## src/rtl/dn_fetch_pkg.sv

```systemverilog
package dn_fetch_pkg;

    localparam int SEL_W = 4;

    typedef enum logic [SEL_W-1:0] {
        REG_CTRL    = 4'h0,
        REG_PAN     = 4'h1,
        REG_BEG_LO  = 4'h2,
        REG_BEG_HI  = 4'h3,
        REG_END_LO  = 4'h4,
        REG_END_HI  = 4'h5,
        REG_RATE_LO = 4'h6,
        REG_RATE_HI = 4'h7,
        REG_LEVEL   = 4'h8
    } reg_sel_e;

    localparam int CTRL_RUN   = 0;
    localparam int CTRL_LOOP  = 1;
    localparam int CTRL_CLEAR = 7;
    localparam int PAN_LEFT   = 0;
    localparam int PAN_RIGHT  = 1;

endpackage

```

## src/rtl/dn_regs.sv

```systemverilog
module dn_regs
    import dn_fetch_pkg::*;
#(
    parameter int PAGE_W = 16,
    parameter int RATE_W = 16
) (
    input  logic              clk,
    input  logic              rst_n,
    input  logic              wr_en,
    input  logic [SEL_W-1:0]  wr_addr,
    input  logic [7:0]        wr_data,
    output logic              loop_o,
    output logic              left_o,
    output logic              right_o,
    output logic [7:0]        level_o,
    output logic [PAGE_W-1:0] beg_page_o,
    output logic [PAGE_W-1:0] end_page_o,
    output logic [RATE_W-1:0] rate_o,
    output logic              go_o,
    output logic              halt_o
);

    typedef struct packed {
        logic              run;
        logic              loop;
        logic              left;
        logic              right;
        logic [7:0]        level;
        logic [PAGE_W-1:0] beg;
        logic [PAGE_W-1:0] fin;
        logic [RATE_W-1:0] rate;
    } regs_t;

    regs_t r_d, r_q;
    logic  go_d, halt_d;

    always_comb begin
        r_d    = r_q;
        go_d   = 1'b0;
        halt_d = 1'b0;
        if (wr_en) begin
            case (wr_addr)
                REG_CTRL: begin
                    if (wr_data[CTRL_CLEAR]) begin
                        r_d.run  = 1'b0;
                        r_d.loop = 1'b0;
                        halt_d   = 1'b1;
                    end else begin
                        r_d.run  = wr_data[CTRL_RUN];
                        r_d.loop = wr_data[CTRL_LOOP];
                        go_d     = wr_data[CTRL_RUN] & ~r_q.run;
                        halt_d   = ~wr_data[CTRL_RUN];
                    end
                end
                REG_PAN: begin
                    r_d.left  = wr_data[PAN_LEFT];
                    r_d.right = wr_data[PAN_RIGHT];
                end
                REG_BEG_LO:  r_d.beg[7:0]         = wr_data;
                REG_BEG_HI:  r_d.beg[PAGE_W-1:8]  = wr_data[PAGE_W-9:0];
                REG_END_LO:  r_d.fin[7:0]         = wr_data;
                REG_END_HI:  r_d.fin[PAGE_W-1:8]  = wr_data[PAGE_W-9:0];
                REG_RATE_LO: r_d.rate[7:0]        = wr_data;
                REG_RATE_HI: r_d.rate[RATE_W-1:8] = wr_data[RATE_W-9:0];
                REG_LEVEL:   r_d.level            = wr_data;
                default: ;
            endcase
        end
    end

    always_ff @(posedge clk or negedge rst_n) begin
        if (!rst_n) r_q <= '0;
        else        r_q <= r_d;
    end

    assign loop_o     = r_q.loop;
    assign left_o     = r_q.left;
    assign right_o    = r_q.right;
    assign level_o    = r_q.level;
    assign beg_page_o = r_q.beg;
    assign end_page_o = r_q.fin;
    assign rate_o     = r_q.rate;
    assign go_o       = go_d;
    assign halt_o     = halt_d;

endmodule

```

## src/rtl/dn_phase_acc.sv

```systemverilog
module dn_phase_acc #(
    parameter int RATE_W = 16
) (
    input  logic              clk,
    input  logic              rst_n,
    input  logic              clr,
    input  logic              en,
    input  logic [RATE_W-1:0] rate,
    output logic              carry_o
);

    typedef struct packed {
        logic [RATE_W-1:0] acc;
    } acc_t;

    acc_t        a_d, a_q;
    logic [RATE_W:0] sum;

    always_comb begin
        a_d = a_q;
        sum = {1'b0, a_q.acc} + {1'b0, rate};
        if (clr)     a_d.acc = '0;
        else if (en) a_d.acc = sum[RATE_W-1:0];
    end

    always_ff @(posedge clk or negedge rst_n) begin
        if (!rst_n) a_q <= '0;
        else        a_q <= a_d;
    end

    assign carry_o = en & sum[RATE_W];

endmodule

```

## src/rtl/dn_addr_step.sv

```systemverilog
module dn_addr_step #(
    parameter int PAGE_W = 16
) (
    input  logic              clk,
    input  logic              rst_n,
    input  logic              go,
    input  logic              halt,
    input  logic              carry,
    input  logic              loop,
    input  logic              flag_clr,
    input  logic [PAGE_W-1:0] beg_page,
    input  logic [PAGE_W-1:0] end_page,
    output logic              run_o,
    output logic              stb_o,
    output logic              flag_o,
    output logic [PAGE_W+7:0] addr_o
);

    localparam int ADDR_W = PAGE_W + 8;

    typedef struct packed {
        logic              run;
        logic              stb;
        logic              flag;
        logic [ADDR_W-1:0] ptr;
        logic [ADDR_W-1:0] out;
    } step_t;

    step_t s_d, s_q;
    logic  at_last;

    always_comb begin
        s_d     = s_q;
        s_d.stb = 1'b0;
        at_last = (s_q.ptr == {end_page, 8'hFF});
        if (flag_clr) s_d.flag = 1'b0;
        if (go) begin
            s_d.ptr = {beg_page, 8'h00};
            s_d.run = 1'b1;
        end else if (halt) begin
            s_d.run = 1'b0;
        end else if (carry) begin
            s_d.stb = 1'b1;
            s_d.out = s_q.ptr;
            if (at_last) begin
                if (loop) begin
                    s_d.ptr = {beg_page, 8'h00};
                end else begin
                    s_d.run  = 1'b0;
                    s_d.flag = 1'b1;
                end
            end else begin
                s_d.ptr = s_q.ptr + ADDR_W'(1);
            end
        end
    end

    always_ff @(posedge clk or negedge rst_n) begin
        if (!rst_n) s_q <= '0;
        else        s_q <= s_d;
    end

    assign run_o  = s_q.run;
    assign stb_o  = s_q.stb;
    assign flag_o = s_q.flag;
    assign addr_o = s_q.out;

endmodule

```

## src/rtl/dn_fetch_gen.sv

```systemverilog
module dn_fetch_gen
    import dn_fetch_pkg::*;
#(
    parameter int PAGE_W = 16,
    parameter int RATE_W = 16
) (
    input  logic              clk,
    input  logic              rst_n,
    input  logic              wr_en,
    input  logic [3:0]        wr_addr,
    input  logic [7:0]        wr_data,
    input  logic              rate_tick,
    input  logic              flag_clr,
    output logic [PAGE_W+7:0] fetch_addr,
    output logic              fetch_stb,
    output logic              playing,
    output logic              end_flag,
    output logic              left_en,
    output logic              right_en,
    output logic [7:0]        level
);

    logic              loop_q, go, halt, carry;
    logic [PAGE_W-1:0] beg_page, end_page;
    logic [RATE_W-1:0] rate;

    dn_regs #(.PAGE_W(PAGE_W), .RATE_W(RATE_W)) u_regs (
        .clk        (clk),
        .rst_n      (rst_n),
        .wr_en      (wr_en),
        .wr_addr    (wr_addr),
        .wr_data    (wr_data),
        .loop_o     (loop_q),
        .left_o     (left_en),
        .right_o    (right_en),
        .level_o    (level),
        .beg_page_o (beg_page),
        .end_page_o (end_page),
        .rate_o     (rate),
        .go_o       (go),
        .halt_o     (halt)
    );

    dn_phase_acc #(.RATE_W(RATE_W)) u_acc (
        .clk     (clk),
        .rst_n   (rst_n),
        .clr     (go),
        .en      (playing & rate_tick),
        .rate    (rate),
        .carry_o (carry)
    );

    dn_addr_step #(.PAGE_W(PAGE_W)) u_step (
        .clk      (clk),
        .rst_n    (rst_n),
        .go       (go),
        .halt     (halt),
        .carry    (carry),
        .loop     (loop_q),
        .flag_clr (flag_clr),
        .beg_page (beg_page),
        .end_page (end_page),
        .run_o    (playing),
        .stb_o    (fetch_stb),
        .flag_o   (end_flag),
        .addr_o   (fetch_addr)
    );

endmodule

```

## config.mk

```make
export PLATFORM = sky130hd
export DESIGN_NAME = dn_fetch_gen
export DESIGN_NICKNAME = d
export VERILOG_FILES = /design/src/rtl/dn_fetch_pkg.sv /design/src/rtl/dn_regs.sv /design/src/rtl/dn_phase_acc.sv /design/src/rtl/dn_addr_step.sv /design/src/rtl/dn_fetch_gen.sv
export SDC_FILE = /design/constraint.sdc
export NUM_CORES = 1
export LEC_CHECK = 0
export ABC_AREA = 1
export BUFFER_PORTS_ARGS = -buffer_cell sky130_fd_sc_hd__buf_2
export CAP_MARGIN = 30
export CORE_MARGIN = 2
export CORE_UTILIZATION = 25
export DETAILED_ROUTE_END_ITERATION = 8
export PLACE_DENSITY = 0.47
export SYNTH_ARGS = -nofsm -noshare
export SYNTH_HDL_FRONTEND = slang
export SYNTH_SLANG_ARGS = --single-unit
```

## constraint.sdc

```tcl
create_clock -name clk -period 2.6 [get_ports clk]
set_input_delay 0.13 -clock clk [delete_from_list [all_inputs] [get_ports clk]]
set_output_delay 0.13 -clock clk [all_outputs]
set_load 0.05 [all_outputs]
```

[Word level (Yosys, flattened, before mapping)]
Cells that the tools add are included.
Word-level totals
  logic and storage cells: 77
  bits in registers: 127
  input bits: 17
  output and inout port bits: 37
Cells by class
  equality and inequality tests: 12
  mux-type cells: 22
  reductions and logical operators: 17
  bitwise operators: 7
  $add $sub $neg: 2
Operators with widths (number)
  24-bit two-way mux: 3
  51-bit two-way mux: 1
  50-bit two-way mux: 1
  16-bit two-way mux: 2
  24-bit by 1-bit adder with 24-bit output (second input constant): 1
  24-bit == test: 1
  2-bit AND reduction: 9
  16-bit by 16-bit adder with 17-bit output: 1
  4-bit by 3-bit == test with 1-bit output (second input constant): 4
  1-bit two-way mux: 13
  3-bit AND reduction: 3
  4-bit by 2-bit == test with 1-bit output (second input constant): 2
  3-bit inequality test (second input constant): 2
  3-bit nonzero test: 2
  4-bit by 1-bit == test with 1-bit output (second input constant): 1
  4-bit == test (second input constant): 1
  4-bit logical NOT: 1
  2-bit two-way mux: 2
  1-bit inverter: 4
  2-bit nonzero test: 2
  1-bit bitwise AND: 3
  2-bit inequality test (second input constant): 1

[Longest topological paths before layout]
  depth after elaboration: 7
  depth in mapped cells: 15
  depth with buffers taken out: 14

[Hierarchy]
From an unflattened synthesis, not the netlist that was laid out.
Second synthesis, totals
  cells, all modules: 1153
  area, all modules: 8251.7 um2
By module, submodules not included
  dn_addr_step: cells each 538, times used 1, seq. area each 1276.2 um2, area each 3606.0 um2
  dn_regs: cells each 360, times used 1, seq. area each 1501.4 um2, area each 3056.7 um2
  dn_phase_acc: cells each 253, times used 1, seq. area each 400.4 um2, area each 1581.5 um2
  dn_fetch_gen: cells each 2, times used 1, seq. area each 0.0 um2, area each 7.5 um2

[Worst setup path after synthesis]
No wires, ideal clock.
  kind: reg-to-reg
  start: register u_regs.r_q (netlist bit u_regs.rate_o[0])
  end: register u_step.s_q[38] in the netlist's numbering
  path buffers: 1
  data arrival time: 1.912 ns
  clock period less this slack: 2.028 ns
  stages on the path, launching flop included: 16
  slack: 0.572 ns
  cells stage by stage: dfrtp_1 ha_1 fa_1 nand2_1 nand2_1 nand3_1 nand2_2 nand2_1 nand2_2 nand2_4 nand2_2 o21ai_2 nor2_4 buf_6 nand2_1 nand2_1
On the way
  word-level cells in the longest chain between the ends: 4
Ends and longest elaborated chain
  from (decl): line dn_regs.sv:34  | regs_t r_d, r_q;
  from (signal assigned): line dn_regs.sv:73  | else r_q <= r_d;
  16-bit by 16-bit adder with 17-bit output: line dn_phase_acc.sv:21  | sum = {1'b0, a_q.acc} + {1'b0, rate};
  1-bit bitwise AND: line dn_phase_acc.sv:31  | assign carry_o = en & sum[RATE_W];
  2-bit nonzero test (no line)
  3-bit AND reduction (no line)
  to (signal assigned): line dn_addr_step.sv:59  | if (!rst_n) s_q <= '0;
  to (signal assigned): line dn_addr_step.sv:60  | else s_q <= s_d;
  to (decl): line dn_addr_step.sv:29  | step_t s_d, s_q;
Every way passes these cells.
A chain may end at the register's enable or synchronous reset.

[Final worst setup path]
  start: register u_regs.r_q (netlist bit u_regs.rate_o[0])
  end: register u_step.s_q (netlist bit u_step.addr_o[1])
On the way
  word-level cells in the longest chain between the ends: 3
Ends and longest elaborated chain (line)
  16-bit by 16-bit adder with 17-bit output: dn_phase_acc.sv:21
  1-bit bitwise AND: dn_phase_acc.sv:31
  3-bit AND reduction (no line)
Every way passes these cells.

==> out/summary.txt <==
Clock Tree Buf Depth -> 2
xor/xnor share of the synthesized area -> 0.0194
Vias -> 6102
DRC viols -> 0
CP bufs+invs -> 1
CP endpoint kind -> flip-flop
Post-Syn Area -> 7230 µm²
first-pass detailed-route iteration total -> 4
setup TNS -> 0 ps
Top cell by count, worst path -> nand2_1
Final Hold Vio Count -> 0
#FFs+latches synth -> 127
sequential area share after synthesis -> 0.439
minimum clock period -> 2320 ps
VDD IR max -> 0.000406 V
GP Congestion -> 0.841
Worst Reg-to-Reg Cells -> 12
RSZ-0062 raised after global routing -> no
slowest cell on the critical path -> dfrtp_1
Gate Count Post-Synth -> 976
Layout Nets -> 1059
commonest cells in the netlist -> 340 x nand2_1, 127 x dfrtp_1, 98 x inv_1, 89 x o21ai_0, 76 x nor2_1
drt total wl -> 20300 µm
Worst Setup EP -> u_step.addr_o[1]
Final Cycle Share -> 0.891
switch share -> 0.359
fmax -> 432 MHz
layout cell share with drive strength beyond 1 -> 0.132
H-tree depth -> 4
NetSw -> 2.62 mW
setup slack, reg-to-reg -> 280 ps
Top FF cell, synth -> dfrtp_1
worst slew pin tran -> 584 ps
critical path arrival -> 2640 ps
top-count cell post-synth -> nand2_1
fin util -> 0.297
die height -> 174 µm
Synth area leader -> dfrtp_1
max-cap check violation count -> 0
Hold WC Path Type -> in -> reg
1st-iter DRT viols -> 372
Crit Reg-Reg Startpoint -> u_regs.rate_o[0]
Antenna Cells -> 0
number of synthesized flops with an enable pin -> 0
Comb power frac -> 0.314
Rows -> 62
critical path depth -> 12
Clk network pwr share -> 0.326
post-synth top area share -> 0.439
Max FO, Critical Path -> 18
CTS root buf -> clkbuf_16
Routed Antenna Nets -> 0
worst path required time -> 2920 ps
total die area -> 30300 µm²
CP startpoint kind -> flip-flop
largest family of logic cells by synthesized area -> simple AND/OR/NAND/NOR gates
synthesized area per cell -> 7.41 µm²
Post-Synth Simple-Gate Area -> 0.299
asr flop ratio synth -> 1.00
YS warnings -> 0
# IOs -> 54
Adder-Cell Fraction of Synth Area -> 0.0322
DIE WIDTH -> 174 µm
Pwr Total -> 7.28 mW
Net Count, Synth -> 1011
Core Box Area -> 28600 µm²
crit path cell chain -> ha_1 > fa_1 > nand2_1 > nand2_1 > nand3_1 > nand2_2 > nand2_1 > nand2_2 > nand3_2 > buf_4 > nand2_1 > o21ai_0
clock latency on the worst-skew pair -> 420 ps
initial antenna violation count -> 0
Tot GR Track Use -> 0.140
clock-pin transition on the worst setup and hold timing paths -> 60 ps
Leak Pwr -> 4.26 nW
CTS sink count -> 127
ranking of synthesized cells by area -> dfrtp_1 44%, nand2_1 18%, o21ai_0 6.2%
worst setup path start -> u_regs.rate_o[0]
DP HPWL -> 14700 µm
CTS buffer count -> 17
Slew Limit Headroom -> 0.610
family with the most delay on the worst path -> simple AND/OR/NAND/NOR gates
Internal -> 4.66 mW
Area Growth Syn to Fin -> 17.5%
synth unique cells -> 39
PwrDens -> 856 nW/µm²
first-pass GRT wire length -> 33200 µm
kind of critical path -> reg -> reg
vias in the first global route -> 5860
mux cell area share after synthesis -> 0
Seq pwr share -> 0.360
setup violators final -> 0
total grt overflow -> 0
Synth Area in Compound Gates -> 0.102
# fillers -> 3139
Vias/cell -> 4.30
pins over their slew limit -> 0
worst stage delay on the critical path -> 380 ps
wire per inst -> 14.3 µm
status -> complete, no violations
TritonCTS clock tree -> yes
worst reg2reg endpoint -> u_step.addr_o[1]
starting density of the core -> 0.253
skew final -> 10.8 ps
largest net degree at the start of global routing -> 58
port bufs -> 53
## cell type report
class | instances | area (µm²) | area share
inverters | 109 | 409 | 0.0481
well taps | 384 | 480 | 0.0565
clock inverters | 6 | 82.6 | 0.00971
multi-input cells | 684 | 3270 | 0.385
flip-flops and latches | 127 | 3180 | 0.374
repair buffers | 85 | 587 | 0.0690
clock buffers | 24 | 492 | 0.0578
## per-stage QoR
step | hold slack, ps | setup WS [ps] | cells | instance area [µm²]
2_1_floorplan | -166 | 572 | 976 | 7230
3_3_place_gp | 150 | 330 | 1379 | 7830
3_5_place_dp | 150 | 271 | 1379 | 7830
4_1_cts | 156 | 260 | 1419 | 8500
5_1_grt | 171 | 35.8 | 1419 | 8500
6_report | 169 | 283 | 1419 | 8500
## state kept, by name, indices dropped and copies added, names as in the netlist
| name | flops |
|---|---|
| u_step.addr_o | 24 |
| u_step.s_q | 24 |
| u_acc.a_q | 16 |
| u_regs.beg_page_o | 16 |
| u_regs.end_page_o | 16 |
| u_regs.rate_o | 16 |
| u_regs.level_o | 8 |
| u_regs.left_o | 1 |
| u_regs.loop_o | 1 |
| u_regs.r_q | 1 |
| u_regs.right_o | 1 |
| u_step.flag_o | 1 |
| u_step.run_o | 1 |
| u_step.stb_o | 1 |
## layer usage
metal | up-vias | routed length (µm) | GRT usage
met5 | - | 0 | 0
met4 | 0 | 189 | 0.0350
met1 | 2856 | 10400 | 0.199
met2 | 67 | 9250 | 0.219
met3 | 13 | 507 | 0.0260
li1 | 3166 | - | -
## layout by cell type (no fill, tap or decap), types with 4 or more instances in the layout
| cell | synthesis | routed |
|---|---|---|
| a21oi_1 | 33 | 33 |
| o21ai_1 | 4 | 4 |
| dlygate4sd3_1 | 0 | 10 |
| clkbuf_8 | 0 | 4 |
| o21ai_0 | 89 | 89 |
| buf_2 | 13 | 52 |
| nand3_1 | 49 | 49 |
| ha_1 | 17 | 17 |
| buf_12 | 0 | 4 |
| dfrtp_1 | 127 | 127 |
| nor2_4 | 4 | 4 |
| clkbuf_16 | 0 | 17 |
| nand2_1 | 340 | 340 |
| nor2_1 | 76 | 76 |
| inv_1 | 98 | 98 |
| xor2_1 | 13 | 13 |
| nor3_2 | 4 | 4 |
| buf_4 | 33 | 18 |
| nand4_1 | 18 | 18 |
| or2_2 | 4 | 4 |
| nand2_2 | 5 | 5 |
| inv_2 | 11 | 11 |
## how the worst min path moves through the flow
stage,from,end,slack [ps],cells past startpoint
global placement,rst_n,u_step.addr_o[14],150,1
detailed placement,rst_n,u_step.addr_o[14],150,1
finish,wr_addr[0],u_regs.loop_o,170,4
floorplan,rst_n,u_acc.a_q[0],-170,0
global route,wr_addr[0],u_regs.loop_o,170,4
CTS,wr_addr[0],u_regs.loop_o,160,4
## logic make-up (layout without fill, tap and decap cells)
family | after synthesis | count (layout)
buf+inv | 165 | 224
fa+ha+maj | 18 | 18
simple gates | 511 | 511
compound gates | 139 | 139
flops | 127 | 127
xor+xnor | 16 | 16
## power by group through the flow
stage	logic (mW)	registers (mW)	clock network, mW
2_1_floorplan	1.78	2.62	0
3_3_place_gp	2.26	2.64	0
3_5_place_dp	2.28	2.65	0
4_1_cts	2.31	2.62	2.43
5_1_grt	2.62	2.68	2.52
6_report	2.28	2.62	2.37
## timing repair
| item | 4_1_cts | 5_1_grt |
|---|---|---|
| hold buffers | 10 | 0 |
| gates resized for setup | 0 | 0 |
| hold endpoints to repair | 64 | 0 |
| setup buffers | 0 | 0 |
## worst register-to-register path: stages, from the launching register on
cell and delay, ps:
dfrtp_1 380, ha_1 230, fa_1 380, nand2_1 90, nand2_1 80, nand3_1 100
nand2_2 90, nand2_1 100, nand2_2 90, nand3_2 360, buf_4 220, nand2_1 40
o21ai_0 70
Note: power is estimated with default switching activity, not from simulation.
